[src/rtl/irq_arb_pkg.sv]
package irq_arb_pkg;
  typedef enum logic [1:0] {
    NEST_HOLD,
    NEST_PUSH,
    NEST_POP,
    NEST_SWAP
  } nest_op_e;
endpackage

[src/rtl/irq_arb_select.sv]
module irq_arb_select #(
  parameter int NUM_LINES = 82,
  parameter int PRIO_W    = 4,
  parameter int LINE_W    = $clog2(NUM_LINES)
) (
  input  logic [NUM_LINES-1:0]        pend_i,
  input  logic [NUM_LINES*PRIO_W-1:0] prio_i,
  input  logic                        gmask_i,
  input  logic [PRIO_W-1:0]           thr_i,
  output logic                        hit_o,
  output logic [LINE_W-1:0]           line_o,
  output logic [PRIO_W-1:0]           prio_o
);
  always_comb begin
    logic [PRIO_W-1:0] p;
    logic ok;
    hit_o  = 1'b0;
    line_o = '0;
    prio_o = '1;
    for (int i = 0; i < NUM_LINES; i++) begin
      p  = prio_i[i*PRIO_W +: PRIO_W];
      ok = pend_i[i] && !gmask_i && ((thr_i == '0) || (p < thr_i));
      // strict compare plus ascending scan keeps the lowest index on ties
      if (ok && (!hit_o || (p < prio_o))) begin
        hit_o  = 1'b1;
        prio_o = p;
        line_o = LINE_W'(i);
      end
    end
  end
endmodule

[src/rtl/irq_arb_timer.sv]
module irq_arb_timer #(
  parameter int ENTRY_CYC = 12,
  parameter int CHAIN_CYC = 6
) (
  input  logic clk_i,
  input  logic rst_ni,
  input  logic load_i,
  input  logic chain_i,
  output logic busy_o,
  output logic fire_o
);
  localparam int MAX_CYC = (ENTRY_CYC > CHAIN_CYC) ? ENTRY_CYC : CHAIN_CYC;
  localparam int CNT_W   = $clog2(MAX_CYC + 1);

  logic [CNT_W-1:0] cnt_q;

  always_ff @(posedge clk_i or negedge rst_ni) begin
    if (!rst_ni)            cnt_q <= '0;
    else if (load_i)        cnt_q <= chain_i ? CNT_W'(CHAIN_CYC) : CNT_W'(ENTRY_CYC);
    else if (cnt_q != '0)   cnt_q <= cnt_q - CNT_W'(1);
  end

  assign busy_o = (cnt_q != '0);
  assign fire_o = (cnt_q == CNT_W'(1));
endmodule

[src/rtl/irq_arb_nest.sv]
module irq_arb_nest
  import irq_arb_pkg::*;
#(
  parameter int PRIO_W     = 4,
  parameter int NEST_DEPTH = 16
) (
  input  logic              clk_i,
  input  logic              rst_ni,
  input  nest_op_e          op_i,
  input  logic [PRIO_W-1:0] wdata_i,
  output logic              top_valid_o,
  output logic [PRIO_W-1:0] top_prio_o,
  output logic              outer_valid_o,
  output logic [PRIO_W-1:0] outer_prio_o
);
  localparam int IDX_W   = (NEST_DEPTH > 1) ? $clog2(NEST_DEPTH) : 1;
  localparam int DEPTH_W = $clog2(NEST_DEPTH + 1);

  logic [PRIO_W-1:0]  stk_q [NEST_DEPTH];
  logic [DEPTH_W-1:0] depth_q;
  logic [IDX_W-1:0]   top_idx, outer_idx;

  assign top_idx   = IDX_W'(depth_q - DEPTH_W'(1));
  assign outer_idx = IDX_W'(depth_q - DEPTH_W'(2));

  always_ff @(posedge clk_i or negedge rst_ni) begin
    if (!rst_ni) begin
      depth_q <= '0;
      for (int i = 0; i < NEST_DEPTH; i++) stk_q[i] <= '0;
    end else begin
      case (op_i)
        NEST_PUSH: if (depth_q < DEPTH_W'(NEST_DEPTH)) begin
          stk_q[IDX_W'(depth_q)] <= wdata_i;
          depth_q <= depth_q + DEPTH_W'(1);
        end
        NEST_POP:  if (depth_q != '0) depth_q <= depth_q - DEPTH_W'(1);
        NEST_SWAP: if (depth_q != '0) stk_q[top_idx] <= wdata_i;
        default: ;
      endcase
    end
  end

  assign top_valid_o   = (depth_q != '0);
  assign top_prio_o    = top_valid_o ? stk_q[top_idx] : '0;
  assign outer_valid_o = (depth_q > DEPTH_W'(1));
  assign outer_prio_o  = outer_valid_o ? stk_q[outer_idx] : '0;
endmodule

[src/rtl/irq_arbiter.sv]
module irq_arbiter
  import irq_arb_pkg::*;
#(
  parameter int NUM_LINES  = 82,
  parameter int PRIO_W     = 4,
  parameter int NEST_DEPTH = 16,
  parameter int ENTRY_CYC  = 12,
  parameter int CHAIN_CYC  = 6,
  localparam int LINE_W    = $clog2(NUM_LINES),
  localparam int SPLIT_W   = $clog2(PRIO_W + 1)
) (
  input  logic                        clk_i,
  input  logic                        rst_ni,
  input  logic [NUM_LINES-1:0]        pend_i,
  input  logic [NUM_LINES*PRIO_W-1:0] prio_i,
  input  logic [SPLIT_W-1:0]          grp_split_i,
  input  logic                        gmask_i,
  input  logic [PRIO_W-1:0]           thr_i,
  input  logic                        done_i,
  output logic                        take_o,
  output logic [LINE_W-1:0]           line_o,
  output logic                        chained_o,
  output logic                        act_valid_o,
  output logic [PRIO_W-1:0]           act_prio_o
);
  function automatic logic [PRIO_W-1:0] grp_of(logic [PRIO_W-1:0] p, logic [SPLIT_W-1:0] s);
    return p >> s;
  endfunction

  logic              sel_hit, busy, fire;
  logic [LINE_W-1:0] sel_line;
  logic [PRIO_W-1:0] sel_prio, top_prio, outer_prio;
  logic              top_valid, outer_valid;
  logic              preempt_ok, chain_ok, complete, accept_fresh, accept_chain;
  nest_op_e          nest_op;

  logic [LINE_W-1:0] line_q;
  logic [PRIO_W-1:0] prio_q;
  logic              chain_q, take_q;

  irq_arb_select #(.NUM_LINES(NUM_LINES), .PRIO_W(PRIO_W), .LINE_W(LINE_W)) u_select (
    .pend_i (pend_i),
    .prio_i (prio_i),
    .gmask_i(gmask_i),
    .thr_i  (thr_i),
    .hit_o  (sel_hit),
    .line_o (sel_line),
    .prio_o (sel_prio)
  );

  irq_arb_timer #(.ENTRY_CYC(ENTRY_CYC), .CHAIN_CYC(CHAIN_CYC)) u_timer (
    .clk_i  (clk_i),
    .rst_ni (rst_ni),
    .load_i (accept_fresh || accept_chain),
    .chain_i(accept_chain),
    .busy_o (busy),
    .fire_o (fire)
  );

  irq_arb_nest #(.PRIO_W(PRIO_W), .NEST_DEPTH(NEST_DEPTH)) u_nest (
    .clk_i        (clk_i),
    .rst_ni       (rst_ni),
    .op_i         (nest_op),
    .wdata_i      (prio_q),
    .top_valid_o  (top_valid),
    .top_prio_o   (top_prio),
    .outer_valid_o(outer_valid),
    .outer_prio_o (outer_prio)
  );

  // nesting decided by group field only
  assign preempt_ok = sel_hit && (!top_valid ||
                      (grp_of(sel_prio, grp_split_i) < grp_of(top_prio, grp_split_i)));
  // a chained request must be allowed to run over the context below the finishing one
  assign chain_ok   = sel_hit && (!outer_valid ||
                      (grp_of(sel_prio, grp_split_i) < grp_of(outer_prio, grp_split_i)));

  assign complete     = !busy && done_i && top_valid;
  assign accept_chain = complete && chain_ok;
  assign accept_fresh = !busy && !complete && preempt_ok;

  always_comb begin
    if (fire)                     nest_op = chain_q ? NEST_SWAP : NEST_PUSH;
    else if (complete && !chain_ok) nest_op = NEST_POP;
    else                          nest_op = NEST_HOLD;
  end

  always_ff @(posedge clk_i or negedge rst_ni) begin
    if (!rst_ni) begin
      line_q  <= '0;
      prio_q  <= '0;
      chain_q <= 1'b0;
      take_q  <= 1'b0;
    end else begin
      take_q <= fire;
      if (accept_fresh || accept_chain) begin
        line_q  <= sel_line;
        prio_q  <= sel_prio;
        chain_q <= accept_chain;
      end
    end
  end

  assign take_o      = take_q;
  assign line_o      = line_q;
  assign chained_o   = chain_q;
  assign act_valid_o = top_valid;
  assign act_prio_o  = top_prio;
endmodule

[config.mk]
export PLATFORM = sky130hd
export DESIGN_NAME = irq_arbiter
export DESIGN_NICKNAME = d
export VERILOG_FILES = /design/src/rtl/irq_arb_pkg.sv /design/src/rtl/irq_arb_select.sv /design/src/rtl/irq_arb_timer.sv /design/src/rtl/irq_arb_nest.sv /design/src/rtl/irq_arbiter.sv
export SDC_FILE = /design/constraint.sdc
export NUM_CORES = 1
export LEC_CHECK = 0
export BUFFER_PORTS_ARGS = -buffer_cell sky130_fd_sc_hd__buf_2
export CORE_ASPECT_RATIO = 1.25
export CORE_MARGIN = 5
export CORE_UTILIZATION = 40
export CTS_CLUSTER_DIAMETER = 40
export DETAILED_ROUTE_END_ITERATION = 6
export SETUP_SLACK_MARGIN = 0.02
export SYNTH_ARGS = -nofsm -noshare
export SYNTH_HDL_FRONTEND = slang
export SYNTH_SLANG_ARGS = --single-unit
[constraint.sdc]
create_clock -name clk_i -period 5.13 [get_ports clk_i]
set_input_delay 0.2565 -clock clk_i [delete_from_list [all_inputs] [get_ports clk_i]]
set_output_delay 0.2565 -clock clk_i [all_outputs]
set_load 0.03 [all_outputs]
* Word level (Yosys, flattened, before mapping)
Cells that the tools add are included.
W data, S select, Z words.
** Word-level totals
- Register bits :: 86
- Latch bits :: 0
- Bits in writable memories :: 0
- Memory bits (read-only) :: 0
- Bits of input ports :: 421
- Output and inout bits :: 14
- Word-level logic and storage cells :: 998
- Memories :: 0
** Operators by class
- Add/subtract/negate cells :: 4
- Multipliers :: 0
- Divide/modulo/power cells :: 0
- $lt $le $gt $ge :: 172
- Equal/unequal tests :: 7
- Shift operators :: 3
- Multiplexer cells :: 271
- Bitwise gates (word level) :: 3
- Reduce and logical (&&, ||, !) cells :: 516
** Operators by type and width (number)
- $lt A4 B4 Y1 :: 165
- $mux W4 :: 101
- $logic_and A1 B1 Y1 :: 255
- $mux W6 :: 32
- $logic_or A1 B1 Y1 :: 166
- $bwmux W64 :: 2
- $mux W64 :: 2
- $pmux W64 S2 :: 1
- $mux W7 :: 18
- $mux W5 :: 18
- $logic_not A1 Y1 :: 87
- $mux W1 :: 83
- $bmux W4 S4 :: 2
- $demux W4 S4 :: 2
- $ge A5 B5 Y1 const B :: 3
- $not A4 Y5 :: 3
- $mux W3 :: 4
- $shr A4 B3 Y4 :: 3
- $lt A5 B1 Y1 const B :: 2
- $mux W2 :: 5
- $pmux W5 S2 :: 1
- $reduce_and A3 Y1 :: 2
- $reduce_bool A2 Y1 :: 3
- $add A5 B1 Y5 const B :: 1
- other kinds (13) :: 15

* Depth between registers and ports, before layout
- Word-level depth :: 339
- Mapped depth :: 669
- Gate-level depth less buffers :: 637

* Cells and area by module
From an unflattened synthesis, not the netlist that was laid out.
** Unflattened totals
- Cells, all modules :: 4097
- Area total of the unflattened synthesis :: 32199.6 µm²
** By module, submodules not included
- irq_arb_select :: times used 1, cells each 3710, area an instance 26608.0 µm², seq. area each 0.0 µm²
- irq_arb_nest :: times used 1, cells each 279, area an instance 4355.4 µm², seq. area each 1726.7 µm²
- irq_arbiter :: times used 1, cells each 83, area an instance 974.7 µm², seq. area each 325.3 µm²
- irq_arb_timer :: times used 1, cells each 25, area an instance 261.5 µm², seq. area each 100.1 µm²

* Worst setup path after synthesis
OpenSTA, ideal clock, no wires.
- Path kind :: input-to-reg
- From :: input thr_i[1]
- To :: register line_q[4], in the netlist line_o[4]
- Setup time :: 0.125 ns
- Arrival :: 112.447 ns
- Data required time :: 5.005 ns
- Path slack :: -107.442 ns
- Stages :: 620
- Buffers on the path :: 32
- Cell sequence :: inv_1 -> ha_1 -> o211a_1 -> a21o_2 -> a21o_1 -> buf_6 -> nor2_1 -> ha_1 -> nand2_1 -> o311a_1 -> a22oi_1 -> o21ai_0 -> ha_1 -> a21boi_0 -> a311o_2 -> nor2_1 -> nand2_1 -> o21ai_0 -> [... 584 more ...] -> o21ai_1 -> mux2i_1 -> inv_1 -> ha_1 -> or3_1 -> o21ai_0 -> o31ai_2 -> a211oi_1 -> o22a_1 -> nor2_1 -> ha_1 -> inv_1 -> o221ai_1 -> a41oi_1 -> o311ai_2 -> o21ai_2 -> buf_6 -> mux2_4
** Between the ends
- Longest elaborated chain between the ends :: 334
- Elaborated cells on any way between the ends :: 811
- Classes of those cells :: order compare: 165; shift: 1; mux: 230; reduce/logical: 415
** Ends and longest elaborated chain
- start, declared :: line irq_arbiter.sv:18 : input logic [PRIO_W-1:0] thr_i,
- $lt A4 B4 Y1 or $logic_not A4 Y1 (tied branches) :: line irq_arb_select.sv:22 : ok = pend_i[i] && !gmask_i && ((thr_i == '0) || (p < thr_i));
- $logic_or A1 B1 Y1 :: line irq_arb_select.sv:22
- $logic_and A1 B1 Y1 :: line irq_arb_select.sv:22
- $mux W4 or $mux W1 (tied branches) :: line irq_arb_select.sv:24 : if (ok && (!hit_o || (p < prio_o))) begin
- $lt A4 B4 Y1 or $logic_not A1 Y1 (tied branches) :: line irq_arb_select.sv:24
- $logic_or A1 B1 Y1 :: line irq_arb_select.sv:24
- $logic_and A1 B1 Y1 :: line irq_arb_select.sv:24
- $mux W4 or $mux W1 (tied branches) :: line irq_arb_select.sv:24
- [... 318 more ...]
- $logic_and A1 B1 Y1 :: line irq_arb_select.sv:24
- $mux W4 :: line irq_arb_select.sv:24
- $shr A4 B3 Y4 :: line irq_arbiter.sv:27 : return p >> s;
- $lt A4 B4 Y1, on equally long branches :: line irq_arbiter.sv:73, irq_arbiter.sv:76
- $logic_or A1 B1 Y1, on equally long branches :: line irq_arbiter.sv:72, irq_arbiter.sv:75
- $logic_and A1 B1 Y1, on equally long branches :: line irq_arbiter.sv:72, irq_arbiter.sv:75
- $logic_and A1 B1 Y1, on equally long branches :: line irq_arbiter.sv:80, irq_arbiter.sv:79
- $logic_or A1 B1 Y1 :: line irq_arbiter.sv:96 : if (accept_fresh || accept_chain) begin
- end signal, assigned :: line irq_arbiter.sv:97 : line_q <= sel_line;
- end, declared :: line irq_arbiter.sv:37 : logic [LINE_W-1:0] line_q;
Several ways; a longest one is shown, not always the timed one.
A chain may end at the register's enable or synchronous reset.

* Final worst setup path
- From :: input thr_i[1]
- To :: register line_q[3], in the netlist line_o[3]
Same word-level chain as after synthesis.

==> reports/qor.yml <==
clock_tree:
  cts.sinks: 86
  cts_buffer_depth: 2
  root_buffer: "clkbuf_16"
  worstSkewPairLatency_ps: 360
  cts_max_level: 3
  cts_tree: "yes"
  clk_pin_slew_ps: 70
  numCtsBuffers: 9
sta:
  fin_ws_ps: -94870
  finClkSkew_ps: 13.26
  rsz0062_at_grt: "yes"
  final.period_utilization_pct: 1949
  drv_slew: 0
  whs_ps: 294.9
  hold_viol: 0
  fmax_mhz: 10.00
  max_slew.worst_pin.slew_ps: 1335
  finalSetupViolCount: 21
  relSlewSlack_pct: 10.29
  fin_crit_ps: 100000
placed_design:
  dpl_worst_slack_ps: -95460
  portBuffers: 434
  place_congestion: 0.9793
  post-dp-hpwl_um: 114300
  numPlacedInstances: 7268
setup_path:
  crit_path_max_fanout: 7
  cpMaxStageDelayCell: "or4_4"
  crit_top_cell: "ha_4"
  critical_path_class: "in2reg"
  endpoint_kind: "flip-flop"
  crit_required_ps: 5370
  startpoint_type: "input port"
  cp_data_arrival_time_ps: 100250
  worst-path-buf-inv: 54
  cp_slowest_stage_delay_ps: 510
  crit_family: "compound AO/OA/AOI/OAI gates"
  worst-path-stages: 611
  reg2reg_depth: 14
floorplanning:
  core_area_mm2: 0.07968
  die_y_um: 326.3
  row_count: 116
  start_util_pct: 40.18
  dieArea_mm2: 0.08583
  ioPinCount: 435
  fp.dieW_um: 263.0
finish:
  fin_util_pct: 66.51
  n_fill_cell: 6669
  final_nets: 7342
  mostFrequentLayoutCell: "buf_4"
  drive_gt1_share_pct: 48.90
  instances_no_fill: 7665
  areaGrowthSynthToFinish_pct: 65.54
  mostFrequentLayoutCells: "1935 x buf_4, 430 x buf_2, 289 x ha_1, 286 x o21ai_0, 263 x nand2_1"
route:
  num_vias: 43990
  dr.pass1.iters: 6
  drt_iter0_drc: 2718
  drt-vias-per-instance: 5.739
  drc: 0
  detail-route-antenna-nets: 0
  wirelength_um: 146000
  routedWlPerCell_um: 19.04
logic_synthesis:
  synth_top_family_by_area: "compound AO/OA/AOI/OAI gates"
  synth_compound_area_share_pct: 37.18
  synth_mux_area_share_pct: 10.14
  synth_cell_types: 168
  ys_warn_count: 0
  synthFlopType: "dfrtp_1"
  synthCells: 4303
  async_flop_share_pct: 100.0
  synth-seq-area-share_pct: 6.722
  syn_nets: 5069
  synthAdderAreaFrac_pct: 15.53
  synth_xor_area_share_pct: 1.149
  synth_edf_count: 0
  synth-simple-area-share_pct: 23.88
  synth_seq_cells: 86
  avgSynthCellArea_um2: 7.440
  syn_area_mm2: 0.03201
global_routing:
  track_usage_pct: 30.73
  grt_pass1_vias: 43741
  grt_antenna_before_repair: 23
  grt_overflow_total: 0
  grt_max_degree: 76
  grt_pass1_wl_um: 222300
outcome:
  status: "complete, but fails checks"
  violations: "setup timing"
hold_path:
  hold_path_class: "in2async"
flow_run:
  maxCapViolCount: 0
-- final cells by class --
class                      instances  area, um2  share of cell area [%]
clock inverter                     6      91.34                  0.1723
inverter                         262       1018                   1.922
clock buffer                      10      229.0                  0.4320
timing repair buffer            2379      16880                   31.86
tap                             1062       1329                   2.507
multi-input combinational       3838      31240                   58.94
antenna                           22      55.05                  0.1039
sequential                        86       2153                   4.063
-- cell families (layout without fill, tap and decap cells) --
| kind of cell | after synthesis | after routing |
|---|---|---|
| xor+xnor | 42 | 42 |
| flops | 86 | 86 |
| buf+inv | 379 | 2657 |
| simple gates | 1459 | 1459 |
| mux | 261 | 261 |
| other cells | 0 | 22 |
| fa+ha+maj | 410 | 410 |
| compound gates | 1666 | 1666 |
-- flip-flops by register name, summed over array words and instances (netlist names) --
name and flops:
take_o 1, u_nest.stk_q 64, u_timer.cnt_q 4, chained_o 1
prio_q 4, u_nest.depth_q 5, line_o 7
-- cells in the mapped netlist, types with 29 or more instances --
cell      instances  share of area (%)
inv_1           258                3.0
nand2_1         320                3.8
nand3_1         104                1.6
mux4_2           37                2.6
a211oi_1         61                1.4
a31oi_1          62                1.2
a21o_1          133                3.1
o21ai_0         328                5.1
mux2i_1         115                3.6
ha_1            345                 13
a21boi_0         67                1.6
maj3_1           62                1.9
clkbuf_1         39               0.46
o211ai_1         51                1.2
a211o_1          29               0.79
a22oi_1          32               0.75
mux2_2           81                2.8
o22ai_1          61                1.2
and2_1           63                1.2
or3_1            31               0.61
nor2_1          308                3.6
nor3_1           83                1.3
dfrtp_1          86                6.7
nand2b_1        156                3.0
or2_2            40               0.78
o21ai_1          52               0.81
nand4_1          50               0.98
a21oi_1         296                4.6
o21a_1           39               0.91
buf_4            36               0.84
nor2b_1         102                2.0
-- routing by layer --
metal	up-vias	routed length [um]	GRT usage [%]
li1	21114	-	-
met1	20835	56730	35.41
met2	1528	71060	55.10
met3	501	8272	3.495
met4	12	9818	17.42
met5	-	76	0
-- timing repair --
action	in CTS	in global routing
resized for setup	90	234
pin swaps	262	360
hold buffers	1	0
endpoints found under the setup margin	21	21
buffers inserted	246	115
endpoints found under the hold margin	11	0
-- worst register-to-register path: cells and delay by family, from the launching register on --
kind	cells	cell delay (ps)
buffers and inverters	2	650
multiplexers	2	470
XOR/XNOR	1	680
flip-flops	1	370
adder cells (fa/ha/maj)	1	300
AO/OA/AOI/OAI	7	1740
AND/OR/NAND/NOR	1	150
-- per-stage QoR --
| step | instance area, um2 | TNS, ps |
|---|---|---|
| 2_1_floorplan | 33670 | -2086010 |
| 3_3_place_gp | 48330 | -1935400 |
| 3_5_place_dp | 48330 | -2001530 |
| 4_1_cts | 50920 | -1947000 |
| 5_1_grt | 52970 | -2102290 |
| 6_report | 53000 | -1991140 |
-- final timing paths --
| check | from | endpoint | slack (ps) |
|---|---|---|---|
| max in group asynchronous | rst_ni | u_nest.stk_q[48] | 3630 |
| min | rst_ni | u_nest.depth_q[3] | 290 |
| min reg2reg | u_nest.stk_q[13] | u_nest.stk_q[13] | 500 |
| min in group clk_i | prio_i[325] | prio_q[1] | 490 |
| max | thr_i[1] | line_o[3] | -94870 |
| max reg2reg | u_nest.depth_q[0] | line_o[3] | 680 |
Power is not shown: default switching activity piles up to over one toggle a cycle in this logic, so the estimate is an artifact.
